## src/rtl/umc_pkg.sv

```systemverilog
package umc_pkg;

  localparam int ADDR_W = 16;
  localparam int DATA_W = 8;
  localparam int ROM_AW = 14;
  localparam int PAGE_W = 4;

  localparam logic [ADDR_W-1:0] SS_BASE  = 16'hC080;
  localparam logic [ADDR_W-1:0] WIN_BASE = 16'hD000;
  localparam logic [PAGE_W-1:0] ALT_PAGE = 4'hC;
  localparam int OFF_W = ADDR_W - PAGE_W;

  typedef struct packed {
    logic rd_rom;
    logic wr_prot;
    logic bank1;
  } umc_cfg_t;

  localparam umc_cfg_t CFG_RESET = '{rd_rom: 1'b1, wr_prot: 1'b0, bank1: 1'b0};

  // Address lies in the 16-location soft-switch group
  function automatic logic in_switch(input logic [ADDR_W-1:0] a);
    return a[ADDR_W-1:4] == SS_BASE[ADDR_W-1:4];
  endfunction

  // Address lies in the upper window that ROM can overlay
  function automatic logic in_window(input logic [ADDR_W-1:0] a);
    return a >= WIN_BASE;
  endfunction

  // Address lies in the banked page
  function automatic logic in_bank_page(input logic [ADDR_W-1:0] a);
    return a[ADDR_W-1:OFF_W] == WIN_BASE[ADDR_W-1:OFF_W];
  endfunction

  // Soft-switch decode: bit 3 picks the bank, bits 1:0 pick source and lock
  function automatic umc_cfg_t decode_switch(input logic [ADDR_W-1:0] a);
    umc_cfg_t c;
    c.bank1   = a[3];
    c.rd_rom  = a[1] ^ a[0];
    c.wr_prot = ~a[0];
    return c;
  endfunction

  // Physical RAM address for a CPU address
  function automatic logic [ADDR_W-1:0] phys_addr(input logic [ADDR_W-1:0] a,
                                                  input logic b1);
    if (in_bank_page(a) && b1) return {ALT_PAGE, a[OFF_W-1:0]};
    return a;
  endfunction

endpackage

```

## src/rtl/umc_switch_reg.sv

```systemverilog
module umc_switch_reg
  import umc_pkg::*;
(
  input  logic              clk,
  input  logic              rst_n,
  input  logic [ADDR_W-1:0] addr,
  input  logic              strobe,
  output umc_cfg_t          cfg
);

  logic load;
  assign load = strobe && in_switch(addr);

  always_ff @(posedge clk or negedge rst_n) begin
    if (!rst_n)    cfg <= CFG_RESET;
    else if (load) cfg <= decode_switch(addr);
  end

endmodule

```

## src/rtl/umc_addr_map.sv

```systemverilog
module umc_addr_map
  import umc_pkg::*;
(
  input  logic              [ADDR_W-1:0] addr,
  input  logic                           wr,
  input  umc_cfg_t                       cfg,
  output logic              [ADDR_W-1:0] ram_addr,
  output logic              [ROM_AW-1:0] rom_addr,
  output logic                           ram_we,
  output logic                           ss_hit,
  output logic                           win_hit,
  output logic                           wr_blocked
);

  logic [ADDR_W-1:0] rom_full;

  assign ss_hit     = in_switch(addr);
  assign win_hit    = in_window(addr);
  assign wr_blocked = win_hit && cfg.wr_prot;
  assign ram_addr   = phys_addr(addr, cfg.bank1);
  assign rom_full   = addr - WIN_BASE;
  assign rom_addr   = rom_full[ROM_AW-1:0];
  assign ram_we     = wr && !ss_hit && !wr_blocked;

endmodule

```

## src/rtl/umc_read_mux.sv

```systemverilog
module umc_read_mux
  import umc_pkg::*;
(
  input  logic              ss_hit,
  input  logic              win_hit,
  input  logic              rd_rom,
  input  logic [DATA_W-1:0] ram_rdata,
  input  logic [DATA_W-1:0] rom_rdata,
  output logic [DATA_W-1:0] rdata
);

  always_comb begin
    if (ss_hit)                rdata = '0;
    else if (win_hit && rd_rom) rdata = rom_rdata;
    else                       rdata = ram_rdata;
  end

endmodule

```

## src/rtl/upper_mem_ctrl.sv

```systemverilog
module upper_mem_ctrl
  import umc_pkg::*;
(
  input  logic              clk,
  input  logic              rst_n,
  input  logic [ADDR_W-1:0] cpu_addr,
  input  logic [DATA_W-1:0] cpu_wdata,
  input  logic              cpu_rd,
  input  logic              cpu_wr,
  output logic [DATA_W-1:0] cpu_rdata,
  output logic [ADDR_W-1:0] ram_addr,
  output logic [DATA_W-1:0] ram_wdata,
  output logic              ram_we,
  input  logic [DATA_W-1:0] ram_rdata,
  output logic [ROM_AW-1:0] rom_addr,
  input  logic [DATA_W-1:0] rom_rdata,
  output logic              rd_rom,
  output logic              wr_prot,
  output logic              bank1
);

  umc_cfg_t cfg;
  logic     ss_hit;
  logic     win_hit;
  logic     wr_blocked;
  logic     access;

  assign access = cpu_rd || cpu_wr;

  umc_switch_reg u_switch (
    .clk    (clk),
    .rst_n  (rst_n),
    .addr   (cpu_addr),
    .strobe (access),
    .cfg    (cfg)
  );

  umc_addr_map u_map (
    .addr       (cpu_addr),
    .wr         (cpu_wr),
    .cfg        (cfg),
    .ram_addr   (ram_addr),
    .rom_addr   (rom_addr),
    .ram_we     (ram_we),
    .ss_hit     (ss_hit),
    .win_hit    (win_hit),
    .wr_blocked (wr_blocked)
  );

  umc_read_mux u_mux (
    .ss_hit    (ss_hit),
    .win_hit   (win_hit),
    .rd_rom    (cfg.rd_rom),
    .ram_rdata (ram_rdata),
    .rom_rdata (rom_rdata),
    .rdata     (cpu_rdata)
  );

  assign ram_wdata = cpu_wdata;
  assign rd_rom    = cfg.rd_rom;
  assign wr_prot   = cfg.wr_prot;
  assign bank1     = cfg.bank1;

endmodule

```

## config.mk

```make
export PLATFORM = sky130hd
export DESIGN_NAME = upper_mem_ctrl
export DESIGN_NICKNAME = d
export VERILOG_FILES = /design/src/rtl/umc_pkg.sv /design/src/rtl/umc_switch_reg.sv /design/src/rtl/umc_addr_map.sv /design/src/rtl/umc_read_mux.sv /design/src/rtl/upper_mem_ctrl.sv
export SDC_FILE = /design/constraint.sdc
export NUM_CORES = 1
export LEC_CHECK = 0
export BUFFER_PORTS_ARGS = -buffer_cell sky130_fd_sc_hd__buf_2
export CAP_MARGIN = 20
export CELL_PAD_IN_SITES_DETAIL_PLACEMENT = 0
export CELL_PAD_IN_SITES_GLOBAL_PLACEMENT = 2
export CORE_MARGIN = 1
export CORE_UTILIZATION = 14
export CTS_CLUSTER_SIZE = 14
export DETAILED_ROUTE_END_ITERATION = 6
export GPL_TIMING_DRIVEN = 0
export PLACE_DENSITY_LB_ADDON = 0.25
export SYNTH_ARGS = -nofsm -noshare
export SYNTH_HDL_FRONTEND = slang
export SYNTH_HIERARCHICAL = 1
export SYNTH_SLANG_ARGS = --single-unit
```

## constraint.sdc

```tcl
create_clock -name clk -period 2.2 [get_ports clk]
set_clock_uncertainty 0.15 [all_clocks]
set_input_delay 0.11 -clock clk [delete_from_list [all_inputs] [get_ports clk]]
set_output_delay 0.11 -clock clk [all_outputs]
set_load 0.05 [all_outputs]
```

==> impl_metrics.json, run 1 <==
{
  "outcome": "complete, but fails checks",
  "violations": "setup timing",
  "ir_worst_vdd_mv": 0.348,
  "die_h_um": 75.8,
  "netlist_instances": 98,
  "reg.largest.list": "u_switch/cfg (3)",
  "wl_per_cell_um": 10.4,
  "hold_violations": 0,
  "grt-ovfl-total": 0,
  "worstHoldPathCells": 2,
  "tightest_slew_ps": 419,
  "ioPinCount": 94,
  "r2r-end": "u_switch/cfg[0]$_DFFE_PN0P_",
  "htree_levels": 1,
  "hold_start": "cpu_addr[3]",
  "setup_ws_ps": -143,
  "cts_max_path_buffers": 2,
  "drc": 0,
  "drt-total-wl_mm": 2.76,
  "worstSetupEndpointType": "output pin",
  "core_area_sq_um": 5170,
  "reg2reg_depth": 1,
  "crit_type": "primary input to output pin",
  "cts_buffers": 3,
  "cap_viol_max_count": 0,
  "routabilityCongestion": 0.701,
  "worstPathMaxFanout": 5,
  "largest_reg_flops": 3,
  "syn_area_sq_um": 763,
  "placed_area_sq_um": 1370,
  "hp-class": "primary input to flop",
  "max_freq_mhz": 427,
  "antenna_found_initial": 0,
  "fill_cells": 545,
  "area_growth_pct": 115,
  "fp.dieArea_sq_um": 5750,
  "layout-drive-gt1-share": 0.810,
  "groute.usage.overall": 0.0863,
  "critPathLaunchType": "primary input",
  "worstSkewPairLatency_ps": 220,
  "setup_violations": 8,
  "ant_nets": 0,
  "vias_per_cell": 3.82,
  "fin_crit_ps": 2340,
  "rsz0062_at_grt": "true",
  "yosys_warnings": 6,
  "min_to": "u_switch/cfg[0]$_DFFE_PN0P_",
  "path_clk_slew_ps": 30,
  "first_global_vias": 866,
  "root_buffer": "clkbuf_8",
  "required_ps": 1940,
  "die_x_um": 75.8,
  "critPathArrivalTime_ps": 2080,
  "drtIter0Drc": 19,
  "dp_hpwl_mm": 2.23,
  "antennaDiodeCount": 0,
  "nNetsFinal": 242,
  "r2r_slack_ps": 1290,
  "design_area_sq_um": 1640,
  "grt_max_degree": 11,
  "syn_area_per_cell_sq_um": 7.79,
  "max_slew_margin": 0.720,
  "p_leak_nw": 0.852,
  "timing.hold.ws_ps": 27.8,
  "slew_violations": 0,
  "grt_pass1_wl_mm": 3.83,
  "cts_tree": "built",
  "port_buffers": 85,
  "vias": 1011,
  "syn-num-nets": 144,
  "worst_r2r_startpoint": "u_switch/cfg[0]$_DFFE_PN0P_",
  "dr.pass1.iters": 4,
  "initial_utilization": 0.148,
  "clock_sinks": 3,
  "p_per_area_nw_per_um2": 372,
  "fin_crit_sh": 1.06,
  "placementRows": 26,
  "top_register": "u_switch/cfg"
}
power by group:
part	total, mW	internal, mW	switching (mW)
clock network	0.164	0.124	0.0400
registers	0.0564	0.0561	0.000336
logic	0.388	0.145	0.244
metrics by stage:
| step | cells | power, mW | setup TNS, ps | setup WS [ps] | utilization |
|---|---|---|---|---|---|
| 6_report | 265 | 0.609 | -923 | -143 | 0.317 |
| 5_1_grt | 265 | 0.637 | -1460 | -213 | 0.317 |
| 4_1_cts | 265 | 0.621 | -1260 | -173 | 0.320 |
| 3_5_place_dp | 253 | 0.412 | -2640 | -343 | 0.265 |
| 3_3_place_gp | 253 | 0.411 | -2350 | -299 | 0.265 |
| 2_1_floorplan | 98 | 0.323 | -30.3 | -3.79 | - |
critical path: stages:
cell and delay (ps):
buf_6 90, or4_4 530, or4_1 530, nand2_1 90
buf_6 110, buf_12 90, buf_8 120, nand3_2 90
a21oi_4 140, buf_6 170
per-layer routing:
| metal | wire (um) | share of wire | vias to the layer above | global-route usage |
|---|---|---|---|---|
| li1 | - | - | 503 | - |
| met1 | 1050 | 0.38 | 460 | 0.0906 |
| met2 | 1510 | 0.55 | 48 | 0.172 |
| met3 | 197 | 0.071 | 0 | 0.0238 |
| met4 | 0 | 0 | 0 | 0.0123 |
| met5 | 0 | 0 | - | 0 |
what timing repair did:
item | in CTS | in global routing
hold buffers | 1 | 1
setup buffers | 6 | 2
pin swaps | 6 | 3
gates cloned | 1 | 0
endpoints found under the hold margin | 3 | 1
setup endpoints to repair | 8 | 8
gates resized for setup | 35 | 6
cell usage in the layout, fill, tap and decap left out:
cell type / n
nor4_2: 1
a21oi_4: 8
buf_6: 12
mux2_2: 2
and3b_1: 1
a21bo_1: 5
a211oi_2: 1
mux2i_1: 1
xor2_1: 1
dfstp_2: 1
clkbuf_1: 3
nand4_1: 3
nor2_1: 1
inv_1: 5
or2_1: 1
a21bo_2: 3
nand4b_1: 1
nor3_1: 1
buf_8: 2
buf_2: 76
buf_4: 37
nand3_4: 3
dfrtp_1: 2
dlygate4sd3_1: 2
nor4_1: 1
nand3_2: 5
or3_1: 1
and2_1: 2
ha_1: 2
buf_12: 1
or4_4: 2
o21ai_0: 1
or4_1: 1
and4bb_2: 1
nand3b_1: 1
nand2_1: 1
clkbuf_8: 3
final cells by class:
class,count,area (sq um),area share
multi-input cells,51,539,0.329
well taps,70,87.6,0.0535
clock buffers,4,45.0,0.0275
repair buffers,93,576,0.351
plain buffers,39,295,0.180
flip-flops and latches,3,76.3,0.0466
inverters,5,18.8,0.0115
how the worst max path moves through the flow:
stage           startpoint      endpoint  depth (start not counted)  slack (ps)
2_1_floorplan  cpu_addr[8]  cpu_rdata[0]                          7          -4
3_3_place_gp   cpu_addr[8]  cpu_rdata[0]                          9        -300
3_5_place_dp   cpu_addr[8]  cpu_rdata[4]                          9        -340
4_1_cts        cpu_addr[2]  cpu_rdata[4]                         10        -170
5_1_grt        cpu_addr[2]  cpu_rdata[4]                         10        -210
6_report       cpu_addr[2]  cpu_rdata[1]                         10        -140
No activity file was read; power rests on OpenSTA's default activity.
==> inputs of run 2 (changes only) <==
--- a/config.mk
+++ b/config.mk
@@ -10,7 +10,7 @@
 export CELL_PAD_IN_SITES_DETAIL_PLACEMENT = 0
 export CELL_PAD_IN_SITES_GLOBAL_PLACEMENT = 2
 export CORE_MARGIN = 1
-export CORE_UTILIZATION = 14
+export CORE_UTILIZATION = 15
 export CTS_CLUSTER_SIZE = 14
 export DETAILED_ROUTE_END_ITERATION = 6
 export GPL_TIMING_DRIVEN = 0
==> constraint.sdc (replaced) <==
create_clock -name clk -period 2.88 [get_ports clk]
set_clock_uncertainty 0.15 [all_clocks]
set_input_delay 0.144 -clock clk [delete_from_list [all_inputs] [get_ports clk]]
set_output_delay 0.144 -clock clk [all_outputs]
set_load 0.05 [all_outputs]
==> run 2 against run 1 <==
Net effect: total power down 30%; sequential share of layout area up 1.1 points; via count down 4.2%; non-clock buffer count down 7; routed wire length down 10%; the run now ends clean; setup slack better by 500 ps; combinational power down 33%.
==> impl_metrics.json, run 2 (same netlist as run 1, synthesis figures left out) <==
{
  "outcome": "finished, final reports clean",
  "antennaDiodeCount": 0,
  "placementRows": 25,
  "nNetsFinal": 235,
  "slew_violations": 0,
  "clock_sinks": 3,
  "p_leak_nw": 0.764,
  "critPathLaunchType": "primary input",
  "worstSkewPairLatency_ps": 210,
  "worst-path-buf-inv": 4,
  "port_buffers": 85,
  "design_area_sq_um": 1330,
  "drt-total-wl_mm": 2.48,
  "required_ps": 2590,
  "critPathArrivalTime_ps": 2230,
  "setup_violations": 0,
  "vias_per_cell": 3.80,
  "power_uw": 424,
  "dr.pass1.iters": 3,
  "routabilityCongestion": 0.652,
  "wl_met3_um": 220,
  "rsz0062_at_grt": "false",
  "wl_per_cell_um": 9.73,
  "cts_buffers": 3,
  "die_h_um": 73.3,
  "wl_met1_um": 950,
  "grt_max_degree": 11,
  "crit_chain": "buf_2 > or4_1 > or4_1 > nand2_1 > buf_6 > buf_8 > nand3_1 > a21oi_1 > buf_2",
  "ant_nets": 0,
  "layout_commonest_cell": "buf_2",
  "core_area_sq_um": 4820,
  "crit_path_max_incr_delay_ps": 580,
  "crit_type": "primary input to output pin",
  "fp.dieArea_sq_um": 5380,
  "path_clk_slew_ps": 30,
  "antenna_found_initial": 0,
  "setup_ws_ps": 355,
  "route.met2.wl_mm": 1.31,
  "cts_max_path_buffers": 2,
  "tns_ps": 0,
  "area_growth_pct": 73.9,
  "reg.largest.list": "u_switch/cfg (3)",
  "p_per_area_nw_per_um2": 319,
  "cap_viol_max_count": 0,
  "fin_crit_sh": 0.877,
  "fin_crit_ps": 2520,
  "max_freq_mhz": 396,
  "top_register": "u_switch/cfg",
  "worstPathMaxFanout": 10,
  "worst_path_dominant_cell_family": "simple AND/OR/NAND/NOR gates",
  "layout-drive-gt1-share": 0.702,
  "placed_area_sq_um": 1270,
  "root_buffer": "clkbuf_8",
  "hp-class": "primary input to flop",
  "hold_violations": 0,
  "tightest_slew_ps": 407,
  "max_slew_margin": 0.729,
  "dp_slack_ps": 332,
  "fill_cells": 557,
  "drtIter0Drc": 21,
  "die_x_um": 73.3,
  "vias": 969,
  "worstSetupEndpointType": "output pin",
  "layout_common_cells": "buf_2 (86), buf_4 (32), nand3_1 (8), a21oi_1 (8)",
  "grt-ovfl-total": 0,
  "groute.usage.overall": 0.0863,
  "critPathSlowestCell": "or4_1",
  "ctsResizeCount": 0,
  "ir_worst_vdd_mv": 0.249,
  "largest_reg_flops": 3,
  "cts_tree": "built",
  "grt_pass1_wl_mm": 3.68,
  "htree_levels": 1,
  "highest_layer": "met3",
  "ioPinCount": 94,
  "timing.hold.ws_ps": 33.1,
  "drc": 0,
  "initial_utilization": 0.158,
  "first_global_vias": 881,
  "dp_hpwl_mm": 2.19
}
## run 2: layout make-up
type | instances | area (sq um) | area share
flip-flops and latches | 3 | 76.3 | 0.0575
plain buffers | 39 | 294 | 0.221
repair buffers | 86 | 435 | 0.328
clock buffers | 4 | 45.0 | 0.0339
multi-input cells | 51 | 374 | 0.282
inverters | 5 | 18.8 | 0.0141
well taps | 67 | 83.8 | 0.0631
## run 2: per-stage QoR
| step | std cells | util |
|---|---|---|
| after global placement | 250 | 0.264 |
| after global routing | 255 | 0.276 |
| after CTS | 255 | 0.276 |
| final | 255 | 0.276 |
| after floorplan | 98 | - |
| after detailed placement | 250 | 0.264 |
## run 2: report_power, final
part	internal, mW	switching, mW	total (mW)	leakage [nW]
clock	0.0942	0.0256	0.120	0.0228
sequential	0.0429	0.000255	0.0431	0.0330
combinational	0.0864	0.174	0.261	0.708
total	0.223	0.200	0.424	0.764
## run 2: final timing paths
check	from	endpoint	slack [ps]	depth (start not counted)
max in group asynchronous	rst_n	u_switch/cfg[2]$_DFFE_PN1P_	2270	2
min in group asynchronous	rst_n	u_switch/cfg[1]$_DFFE_PN0P_	110	2
worst min-delay path	cpu_addr[0]	u_switch/cfg[1]$_DFFE_PN0P_	30	2
worst max-delay path	cpu_addr[8]	cpu_rdata[1]	360	9
worst max register to register	u_switch/cfg[0]$_DFFE_PN0P_	u_switch/cfg[0]$_DFFE_PN0P_	1970	1
worst min register to register	u_switch/cfg[0]$_DFFE_PN0P_	u_switch/cfg[0]$_DFFE_PN0P_	390	1
## run 2: timing repair
item | CTS | global route
setup buffers | 0 | 0
hold buffers | 1 | 0
endpoints found under the hold margin | 3 | 0
## run 2: layer usage
metal,vias up,track usage
met4,0,0.0321
met1,434,0.0902
li1,485,-
met2,50,0.167
met5,-,0
met3,0,0.0192
